`src/rtl/i2c_seq_pkg.sv`:
```
package i2c_seq_pkg;

   typedef enum logic [3:0] {
      ST_IDLE,
      ST_ACK_LOW,
      ST_ACK_REL,
      ST_ACK_HIGH,
      ST_STP_SDA,
      ST_STP_CNT,
      ST_STP_SCL,
      ST_STP_HOLD,
      ST_STP_REL,
      ST_STP_TAIL
   } seq_state_e;

   // states in which the baud counter is allowed to count
   function automatic logic is_timed(seq_state_e s);
      return (s == ST_ACK_LOW)  || (s == ST_ACK_HIGH) ||
             (s == ST_STP_CNT)  || (s == ST_STP_HOLD) ||
             (s == ST_STP_TAIL);
   endfunction

   // states that pull SCL low as part of the sequence itself
   function automatic logic pulls_scl(seq_state_e s);
      return (s == ST_ACK_LOW) || (s == ST_STP_SDA) || (s == ST_STP_CNT);
   endfunction

   // stop states that pull SDA low
   function automatic logic stop_pulls_sda(seq_state_e s);
      return (s == ST_STP_SDA) || (s == ST_STP_CNT) ||
             (s == ST_STP_SCL) || (s == ST_STP_HOLD);
   endfunction

   function automatic logic in_ack(seq_state_e s);
      return (s == ST_ACK_LOW) || (s == ST_ACK_REL) || (s == ST_ACK_HIGH);
   endfunction

endpackage

```
`src/rtl/i2c_seq_sync.sv`:
```
module i2c_seq_sync #(
   parameter int STAGES = 2
) (
   input  logic clk,
   input  logic rst_n,
   input  logic line_in,
   output logic line_q
);

   generate
      if (STAGES == 0) begin : g_bypass
         assign line_q = line_in;
      end else if (STAGES == 1) begin : g_single
         logic stage_q;
         always_ff @(posedge clk or negedge rst_n) begin
            if (!rst_n) stage_q <= 1'b1;
            else        stage_q <= line_in;
         end
         assign line_q = stage_q;
      end else begin : g_chain
         logic [STAGES-1:0] chain_q;
         always_ff @(posedge clk or negedge rst_n) begin
            if (!rst_n) chain_q <= '1;
            else        chain_q <= {chain_q[STAGES-2:0], line_in};
         end
         assign line_q = chain_q[STAGES-1];
      end
   endgenerate

endmodule

```
`src/rtl/i2c_seq_brg.sv`:
```
module i2c_seq_brg #(
   parameter int BRG_W = 8
) (
   input  logic             clk,
   input  logic             rst_n,
   input  logic             load,
   input  logic             run,
   input  logic [BRG_W-1:0] reload,
   output logic             expired
);

   logic [BRG_W-1:0] count_q;

   always_ff @(posedge clk or negedge rst_n) begin
      if (!rst_n) begin
         count_q <= '0;
      end else if (load) begin
         count_q <= reload;
      end else if (run && (count_q != '0)) begin
         count_q <= count_q - 1'b1;
      end
   end

   assign expired = run && (count_q == '0);

endmodule

```
`src/rtl/i2c_seq_fsm.sv`:
```
module i2c_seq_fsm
   import i2c_seq_pkg::*;
(
   input  logic clk,
   input  logic rst_n,
   input  logic ack_req,
   input  logic ack_data,
   input  logic stop_req,
   input  logic scl_s,
   input  logic sda_s,
   input  logic brg_expired,
   output logic brg_load,
   output logic brg_run,
   output logic scl_low,
   output logic sda_low,
   output logic ack_busy,
   output logic stop_busy,
   output logic ack_fin,
   output logic stop_fin,
   output logic stop_det,
   output logic seq_accept
);

   seq_state_e state_q, state_d;
   logic       ack_busy_q, stop_busy_q, ack_bit_q, park_q;
   logic       take_ack, take_stop;

   always_comb begin
      state_d   = state_q;
      brg_load  = 1'b0;
      ack_fin   = 1'b0;
      stop_fin  = 1'b0;
      stop_det  = 1'b0;
      take_ack  = 1'b0;
      take_stop = 1'b0;
      unique case (state_q)
         ST_IDLE: begin
            if (ack_req) begin
               take_ack  = 1'b1;
               take_stop = stop_req;
               brg_load  = 1'b1;
               state_d   = ST_ACK_LOW;
            end else if (stop_req) begin
               take_stop = 1'b1;
               state_d   = ST_STP_SDA;
            end
         end
         ST_ACK_LOW:  if (brg_expired) state_d = ST_ACK_REL;
         ST_ACK_REL: begin
            if (scl_s) begin
               brg_load = 1'b1;
               state_d  = ST_ACK_HIGH;
            end
         end
         ST_ACK_HIGH: begin
            if (brg_expired) begin
               ack_fin = 1'b1;
               state_d = stop_busy_q ? ST_STP_SDA : ST_IDLE;
            end
         end
         ST_STP_SDA: begin
            if (!sda_s) begin
               brg_load = 1'b1;
               state_d  = ST_STP_CNT;
            end
         end
         ST_STP_CNT:  if (brg_expired) state_d = ST_STP_SCL;
         ST_STP_SCL: begin
            if (scl_s) begin
               brg_load = 1'b1;
               state_d  = ST_STP_HOLD;
            end
         end
         ST_STP_HOLD: if (brg_expired) state_d = ST_STP_REL;
         ST_STP_REL: begin
            if (scl_s && sda_s) begin
               stop_det = 1'b1;
               brg_load = 1'b1;
               state_d  = ST_STP_TAIL;
            end
         end
         ST_STP_TAIL: begin
            if (brg_expired) begin
               stop_fin = 1'b1;
               state_d  = ST_IDLE;
            end
         end
         default: state_d = ST_IDLE;
      endcase
   end

   always_ff @(posedge clk or negedge rst_n) begin
      if (!rst_n) begin
         state_q     <= ST_IDLE;
         ack_busy_q  <= 1'b0;
         stop_busy_q <= 1'b0;
         ack_bit_q   <= 1'b1;
         park_q      <= 1'b0;
      end else begin
         state_q <= state_d;
         if (take_ack) begin
            ack_busy_q <= 1'b1;
            ack_bit_q  <= ack_data;
         end else if (ack_fin) begin
            ack_busy_q <= 1'b0;
         end
         if (take_stop)     stop_busy_q <= 1'b1;
         else if (stop_fin) stop_busy_q <= 1'b0;
         if (take_ack || take_stop)      park_q <= 1'b0;
         else if (ack_fin && !stop_busy_q) park_q <= 1'b1;
      end
   end

   assign brg_run    = is_timed(state_q);
   assign scl_low    = park_q || pulls_scl(state_q);
   assign sda_low    = (in_ack(state_q) && !ack_bit_q) || stop_pulls_sda(state_q);
   assign ack_busy   = ack_busy_q;
   assign stop_busy  = stop_busy_q;
   assign seq_accept = take_ack || take_stop;

endmodule

```
`src/rtl/i2c_seq_status.sv`:
```
module i2c_seq_status #(
   parameter int DATA_W = 8
) (
   input  logic              clk,
   input  logic              rst_n,
   input  logic              seq_done,
   input  logic              stop_det,
   input  logic              seq_accept,
   input  logic              busy,
   input  logic              irq_clr,
   input  logic              wcol_clr,
   input  logic              buf_wr,
   input  logic [DATA_W-1:0] buf_wdata,
   output logic              irq_flag,
   output logic              stop_seen,
   output logic              wcol_flag,
   output logic [DATA_W-1:0] tx_buf
);

   logic collide;
   assign collide = buf_wr && busy;

   always_ff @(posedge clk or negedge rst_n) begin
      if (!rst_n) begin
         irq_flag  <= 1'b0;
         stop_seen <= 1'b0;
         wcol_flag <= 1'b0;
         tx_buf    <= '0;
      end else begin
         if (seq_done)     irq_flag <= 1'b1;
         else if (irq_clr) irq_flag <= 1'b0;

         if (stop_det)        stop_seen <= 1'b1;
         else if (seq_accept) stop_seen <= 1'b0;

         if (collide)       wcol_flag <= 1'b1;
         else if (wcol_clr) wcol_flag <= 1'b0;

         if (buf_wr && !busy) tx_buf <= buf_wdata;
      end
   end

endmodule

```
`src/rtl/i2c_ack_stop_seq.sv`:
```
module i2c_ack_stop_seq #(
   parameter int BRG_W       = 8,
   parameter int DATA_W      = 8,
   parameter int SYNC_STAGES = 2
) (
   input  logic              clk,
   input  logic              rst_n,
   input  logic [BRG_W-1:0]  brg_reload,
   input  logic              ack_req,
   input  logic              ack_data,
   input  logic              stop_req,
   input  logic              buf_wr,
   input  logic [DATA_W-1:0] buf_wdata,
   input  logic              irq_clr,
   input  logic              wcol_clr,
   input  logic              scl_in,
   input  logic              sda_in,
   output logic              scl_drive_low,
   output logic              sda_drive_low,
   output logic              ack_busy,
   output logic              stop_busy,
   output logic              irq_flag,
   output logic              stop_seen,
   output logic              wcol_flag,
   output logic [DATA_W-1:0] tx_buf
);

   localparam int MAX_SYNC = 4;

   generate
      if (BRG_W < 2) begin : g_bad_brg_w
         $error("BRG_W must be at least 2");
      end
      if (DATA_W < 1) begin : g_bad_data_w
         $error("DATA_W must be at least 1");
      end
      if ((SYNC_STAGES < 0) || (SYNC_STAGES > MAX_SYNC)) begin : g_bad_sync
         $error("SYNC_STAGES out of range");
      end
   endgenerate

   logic scl_s, sda_s;
   logic brg_load, brg_run, brg_expired;
   logic ack_fin, stop_fin, stop_det, seq_accept;

   i2c_seq_sync #(.STAGES(SYNC_STAGES)) u_scl_sync (
      .clk(clk), .rst_n(rst_n), .line_in(scl_in), .line_q(scl_s)
   );

   i2c_seq_sync #(.STAGES(SYNC_STAGES)) u_sda_sync (
      .clk(clk), .rst_n(rst_n), .line_in(sda_in), .line_q(sda_s)
   );

   i2c_seq_brg #(.BRG_W(BRG_W)) u_brg (
      .clk(clk), .rst_n(rst_n), .load(brg_load), .run(brg_run),
      .reload(brg_reload), .expired(brg_expired)
   );

   i2c_seq_fsm u_fsm (
      .clk(clk), .rst_n(rst_n),
      .ack_req(ack_req), .ack_data(ack_data), .stop_req(stop_req),
      .scl_s(scl_s), .sda_s(sda_s), .brg_expired(brg_expired),
      .brg_load(brg_load), .brg_run(brg_run),
      .scl_low(scl_drive_low), .sda_low(sda_drive_low),
      .ack_busy(ack_busy), .stop_busy(stop_busy),
      .ack_fin(ack_fin), .stop_fin(stop_fin), .stop_det(stop_det),
      .seq_accept(seq_accept)
   );

   i2c_seq_status #(.DATA_W(DATA_W)) u_status (
      .clk(clk), .rst_n(rst_n),
      .seq_done(ack_fin || stop_fin), .stop_det(stop_det),
      .seq_accept(seq_accept), .busy(ack_busy || stop_busy),
      .irq_clr(irq_clr), .wcol_clr(wcol_clr),
      .buf_wr(buf_wr), .buf_wdata(buf_wdata),
      .irq_flag(irq_flag), .stop_seen(stop_seen),
      .wcol_flag(wcol_flag), .tx_buf(tx_buf)
   );

endmodule

```
`config.mk`:
```
export PLATFORM = sky130hd
export DESIGN_NAME = i2c_ack_stop_seq
export DESIGN_NICKNAME = d
export VERILOG_FILES = /design/src/rtl/i2c_seq_pkg.sv /design/src/rtl/i2c_seq_sync.sv /design/src/rtl/i2c_seq_brg.sv /design/src/rtl/i2c_seq_fsm.sv /design/src/rtl/i2c_seq_status.sv /design/src/rtl/i2c_ack_stop_seq.sv
export SDC_FILE = /design/constraint.sdc
export NUM_CORES = 1
export LEC_CHECK = 0
export BUFFER_PORTS_ARGS = -buffer_cell sky130_fd_sc_hd__buf_4
export CAP_MARGIN = 20
export CORE_ASPECT_RATIO = 1.1
export CORE_MARGIN = 1.5
export CORE_UTILIZATION = 54
export CTS_BUF_LIST = sky130_fd_sc_hd__clkbuf_16
export DETAILED_ROUTE_END_ITERATION = 7
export PLACE_DENSITY_LB_ADDON = 0.12
export SLEW_MARGIN = 20
export SYNTH_ARGS = -nofsm -noshare
export SYNTH_HDL_FRONTEND = slang
export SYNTH_SLANG_ARGS = --single-unit
export TNS_END_PERCENT = 30
```
`constraint.sdc`:
```
create_clock -name clk -period 3.78 [get_ports clk]
set_clock_uncertainty 0.05 [all_clocks]
set_input_delay 0.189 -clock clk [delete_from_list [all_inputs] [get_ports clk]]
set_output_delay 0.189 -clock clk [all_outputs]
set_load 0.01 [all_outputs]
```
# After elaboration in Yosys (flattened, before gate mapping)
# Index checks and enable logic that the tools add are counted.
[op_classes] add_sub_neg=1 multipliers=0 div_mod_pow=0 magnitude_cmp=0 eq_ne=19 shifts=0 mux=40 bitwise_logic=0 n_reduce_logical=38
[op_table] op="2-to-1 mux 4 bit" n=11
[op_table] op="case mux 4 bit (10 select lines)" n=1
[op_table] op="2-to-1 mux 1 bit" n=24
[op_table] op="== test 4 x 3 -> 1 bit (second input constant)" n=4
[op_table] op="logical OR 1 bit" n=16
[op_table] op="2-to-1 mux 8 bit" n=2
[op_table] op="!= test 2 bit (second input constant)" n=8
[op_table] op="nonzero test 2 bit" n=7
[op_table] op="AND reduction 10 bit" n=1
[op_table] op="== test 4 x 2 -> 1 bit (second input constant)" n=2
[op_table] op="== test 4 bit (second input constant)" n=2
[op_table] op="zero test 8 bit" n=1
[op_table] op="nonzero test 8 bit" n=1
[op_table] op="subtractor 8 x 1 -> 8 bit (second input constant)" n=1
[op_table] op="logical AND 1 bit" n=7
[op_table] op="== test 4 x 1 -> 1 bit (second input constant)" n=1
[op_table] op="zero test 4 bit" n=1
[op_table] op="case mux 1 bit (4 select lines)" n=1
[op_table] op="zero test 1 bit" n=3
[op_table] op="2-to-1 mux 3 bit" n=1
[op_table] op="!= test 3 bit (second input constant)" n=1
[op_table] op="!= test 2 x 1 -> 1 bit (second input constant)" n=1
[op_table] op="OR reduction 2 bit" n=1
[totals] register_bits=31 latch_bits=0 mem_bits_rw=0 romBits=0 output_inout_bits=15 mem_count=0

# Depth between registers and ports, before layout
[logic_depth] word_depth=11 ltp_mapped=6 depth_no_buf=6

# Modules after synthesis
# From an unflattened synthesis, not the netlist that was laid out.
[hier_totals] hier_cells=157 hier_area_um2=1690.4
[modules_own_cells] module="i2c_seq_fsm" instances=1 cells_each=67 area_per_inst_um2=566.8
[modules_own_cells] module="i2c_seq_brg" instances=1 cells_each=56 area_per_inst_um2=550.5
[modules_own_cells] module="i2c_seq_status" instances=1 cells_each=28 area_per_inst_um2=455.4
[modules_own_cells] module="i2c_seq_sync" instances=2 cells_each=2 area_per_inst_um2=52.6
[modules_own_cells] module="i2c_ack_stop_seq" instances=1 cells_each=2 area_per_inst_um2=12.5

# Least setup slack after synthesis
# No wires, ideal clock.
[synth_path] path_kind="register to register" start="register u_brg.count_q[0]" end="register u_fsm.stop_busy_q (netlist: u_fsm.stop_busy)" t_arrival_ns=2.028 required_time_ns=3.609 path_slack_ns=1.581 stages_incl_launch_ff=7 path_buffers=0 synth_period_minus_slack_ns=2.199 path_cell_list="dfrtp_1 > inv_1 > ha_1 > or3b_2 > or3_4 > or4_1 > a22o_1"
[synth_via] elab_chain_len=5
[synth_lines] element="start, declared" line_no="i2c_seq_brg.sv:12" rtl="logic [BRG_W-1:0] count_q;"
[synth_lines] element="start signal, assigned" line_no="i2c_seq_brg.sv:18" rtl="count_q <= reload;"
[synth_lines] element="start signal, assigned" line_no="i2c_seq_brg.sv:20" rtl="count_q <= count_q - 1'b1;"
[synth_lines] element="zero test 8 bit" line_no="i2c_seq_brg.sv:24" rtl="assign expired = run && (count_q == '0);"
[synth_lines] element="logical AND 1 bit" line_no="i2c_seq_brg.sv:24"
[synth_lines] element="2-to-1 mux 1 bit" line_no="i2c_seq_fsm.sv:83" rtl="if (brg_expired) begin"
[synth_lines] element="2-to-1 mux 1 bit" line_no="i2c_seq_fsm.sv:36" rtl="unique case (state_q)"
[synth_lines] element="nonzero test 2 bit (no source line)"
[synth_lines] element="end signal, assigned" line_no="i2c_seq_fsm.sv:96" rtl="stop_busy_q <= 1'b0;"
[synth_lines] element="end signal, assigned" line_no="i2c_seq_fsm.sv:107" rtl="if (take_stop) stop_busy_q <= 1'b1;"
[synth_lines] element="end signal, assigned" line_no="i2c_seq_fsm.sv:108" rtl="else if (stop_fin) stop_busy_q <= 1'b0;"
[synth_lines] element="end, declared" line_no="i2c_seq_fsm.sv:25" rtl="logic ack_busy_q, stop_busy_q, ack_bit_q, park_q;"
# Every way passes these cells.
# A chain may end at the register's enable or synchronous reset.

# Final worst setup path
# Same ends and word-level chain as after synthesis.

==> impl_metrics.yaml <==
status:
  status: "finished, final reports clean"
worst_setup_path:
  critPathSlowestCell: "or3b_2"
  startpoint_type: "flop"
  end_kind: "flop"
  startpoint: "u_brg.count_q[0]"
  crit_arrival_ps: 2420
  cpPeakStageDelay_ps: 520
  cp.required_ps: 3890
  rr_worst_depth: 6
  cp_num_buf_inv: 1
  reg2reg_from: "u_brg.count_q[0]"
  cp-endpoint: "u_fsm.stop_busy"
  crit_type: "flop to flop"
  r2r_slack_ps: 1460
  cp_max_fo: 6
  path_depth: 6
  path_cells: "inv_1 -> ha_1 -> or3b_2 -> or3_4 -> or4_1 -> a22o_1"
  r2r_end: "u_fsm.stop_busy"
  path_delay_family: "simple AND/OR/NAND/NOR gates"
layout:
  syn_to_final_growth_pct: 31.4
  utilization: 0.749
  nFillCells: 190
  fin_nets: 219
  insertedDiodeCount: 0
  drive_gt1_frac: 0.370
sta:
  rsz0062_at_grt: "false"
  clock.fmax_mhz: 432
  setup_viol: 0
  finalHoldViolCount: 0
  finalSetupTns_ps: 0
  tightest_slew_ps: 830
  slew_viol_final: 0
  timing.final.ws_setup_ps: 1460
  post-route-period-util: 0.613
  maxSlewHeadroom: 0.438
  whs_ps: 46.0
  period_needed_ps: 2320
power:
  finalPower_mw: 1.50
  leakage_nw: 0.934
  powerDensity_mw_per_mm2: 728
  peakVddDrop_uv: 590
cts:
  postCtsSetupBuffers: 0
  path_clk_slew_ps: 50
  cts_resized: 0
  cts_max_level: 2
  cts_max_path_buffers: 2
  clk_latency_ps: 270
  cts_root_buffer: "clkbuf_16"
  cts.sinks: 31
  hold_buffers: 3
  numCtsBuffers: 5
  cts_tree: "built"
global_routing:
  grt_max_degree: 32
  grt_util_all_layers: 0.253
  top_usage_layer: "met2"
  antenna_found_initial: 0
  grtUsageMet2: 0.399
  grtUsageMet1: 0.333
  grt_pass1_vias: 1255
  grt_overflow: 0
  grt_pass1_wl_um: 5820
  met3_usage: 0.0657
hold_path:
  whs_path_depth: 2
  hp-class: "primary input to flop"
synthesis:
  synth.distinct_cells: 47
  synth-seq-cells: 31
  synth_area_mm2: 0.00157
  synth_area_leaders: "dfrtp_1, mux2_2, dfstp_2"
  synth_top_cell_area_share: 0.415
  synth_async_sr_flop_share: 1.00
  synth_area_leader_cell: "dfrtp_1"
  synth.avg_cell_area_um2: 10.7
  synth_edf_count: 0
  synth_most_common_cell: "dfrtp_1"
  syn_inst: 146
  synthTopCellsByCount: "dfrtp_1, mux2_2, inv_1, nor2_1, o21ai_0"
  yosys_warnings: 0
  synthFlopType: "dfrtp_1"
  yosysSeqAreaShare: 0.498
  syn_nets: 174
place:
  dp_slack_ps: 1490
  io_buffers: 40
  hpwl_um: 2530
  gp_congestion: 0.916
flow_run:
  maxCapViolations: 0
drt:
  firstDrtPassIters: 4
  num_vias: 1311
  drc: 0
  drt_iter0_drc: 62
  routed_wl_um: 3560
  avgRoutedWirePerCell_um: 15.8
  antenna_left: 0
  viasPerCell: 5.83
die:
  die_w_um: 54.4
  coreArea_mm2: 0.00275
  initial_core_util: 0.570
  dieArea_mm2: 0.00324
  fp-row-count: 20
  io_pins: 41
  die_h_um: 59.5
==> report_power, final <==
part           switching [mW]  total (mW)  internal, mW
Clock                   0.134       0.374         0.239
Sequential              0.140       0.563         0.423
Combinational           0.283       0.564         0.281
==> cell usage in the layout, fill, tap and decap left out, types with 2 or more instances in the layout <==
cell type / synthesis / final
mux2_2: 12 / 12
dfstp_2: 5 / 5
nor2_1: 11 / 11
inv_1: 11 / 12
o32ai_1: 2 / 2
or4_1: 2 / 2
a21oi_1: 7 / 7
o31ai_1: 3 / 3
buf_4: 0 / 40
nor3_1: 2 / 2
nand3_1: 4 / 4
o21ai_0: 9 / 9
o211ai_1: 2 / 2
nand2_1: 4 / 4
a221o_1: 2 / 2
ha_1: 2 / 2
dfrtp_1: 26 / 26
and2_1: 3 / 3
o2111ai_1: 2 / 2
o41ai_1: 2 / 2
clkbuf_16: 0 / 5
xnor2_1: 4 / 4
dlygate4sd3_1: 0 / 3
==> layer usage <==
layer / share of wire / vias to the layer above
met1: 0.41 / 619
met2: 0.50 / 57
met3: 0.076 / 6
met4: 0.013 / 0
met5: 0 / -
li1: - / 629
==> sequential cells by signal, summed over array words and instances (netlist names) <==
register,cells
u_brg.count_q,8
u_fsm.ack_bit_q,1
u_fsm.ack_busy,1
u_fsm.park_q,1
u_fsm.state_q,4
u_fsm.stop_busy,1
u_scl_sync.g_chain.chain_q,2
u_sda_sync.g_chain.chain_q,2
u_status.irq_flag,1
u_status.stop_seen,1
u_status.tx_buf,8
u_status.wcol_flag,1
==> logic make-up after synthesis <==
kind of cell / after synthesis / share of synthesized area
XOR/XNOR: 4 / 0.0223
multiplexers: 13 / 0.0925
buffers and inverters: 17 / 0.0423
flip-flops: 31 / 0.498
AO/OA/AOI/OAI: 40 / 0.183
adder cells (fa/ha/maj): 2 / 0.0159
AND/OR/NAND/NOR: 39 / 0.146
==> worst min-delay path by stage <==
stage / start / to
2_1_floorplan: rst_n / u_brg.count_q[0]
5_1_grt: irq_clr / u_status.irq_flag
4_1_cts: irq_clr / u_status.irq_flag
6_report: irq_clr / u_status.irq_flag
3_5_place_dp: rst_n / u_fsm.state_q[2]
3_3_place_gp: rst_n / u_status.irq_flag
==> through the flow <==
step | std cells | cell area [um2]
floorplan | 146 | 1570
global placement | 213 | 1890
detailed placement | 213 | 1890
CTS | 224 | 2060
global route | 225 | 2060
finish | 225 | 2060
==> area by class of cell <==
type | count | area [um2] | area share
sequential | 31 | 782 | 0.379
multi-input combinational | 98 | 721 | 0.350
timing repair buffer | 44 | 335 | 0.163
clock buffer | 5 | 125 | 0.0607
inverter | 11 | 41.3 | 0.0200
tap | 33 | 41.3 | 0.0200
clock inverter | 3 | 16.3 | 0.00789
Note: power is estimated with default switching activity, not from simulation.
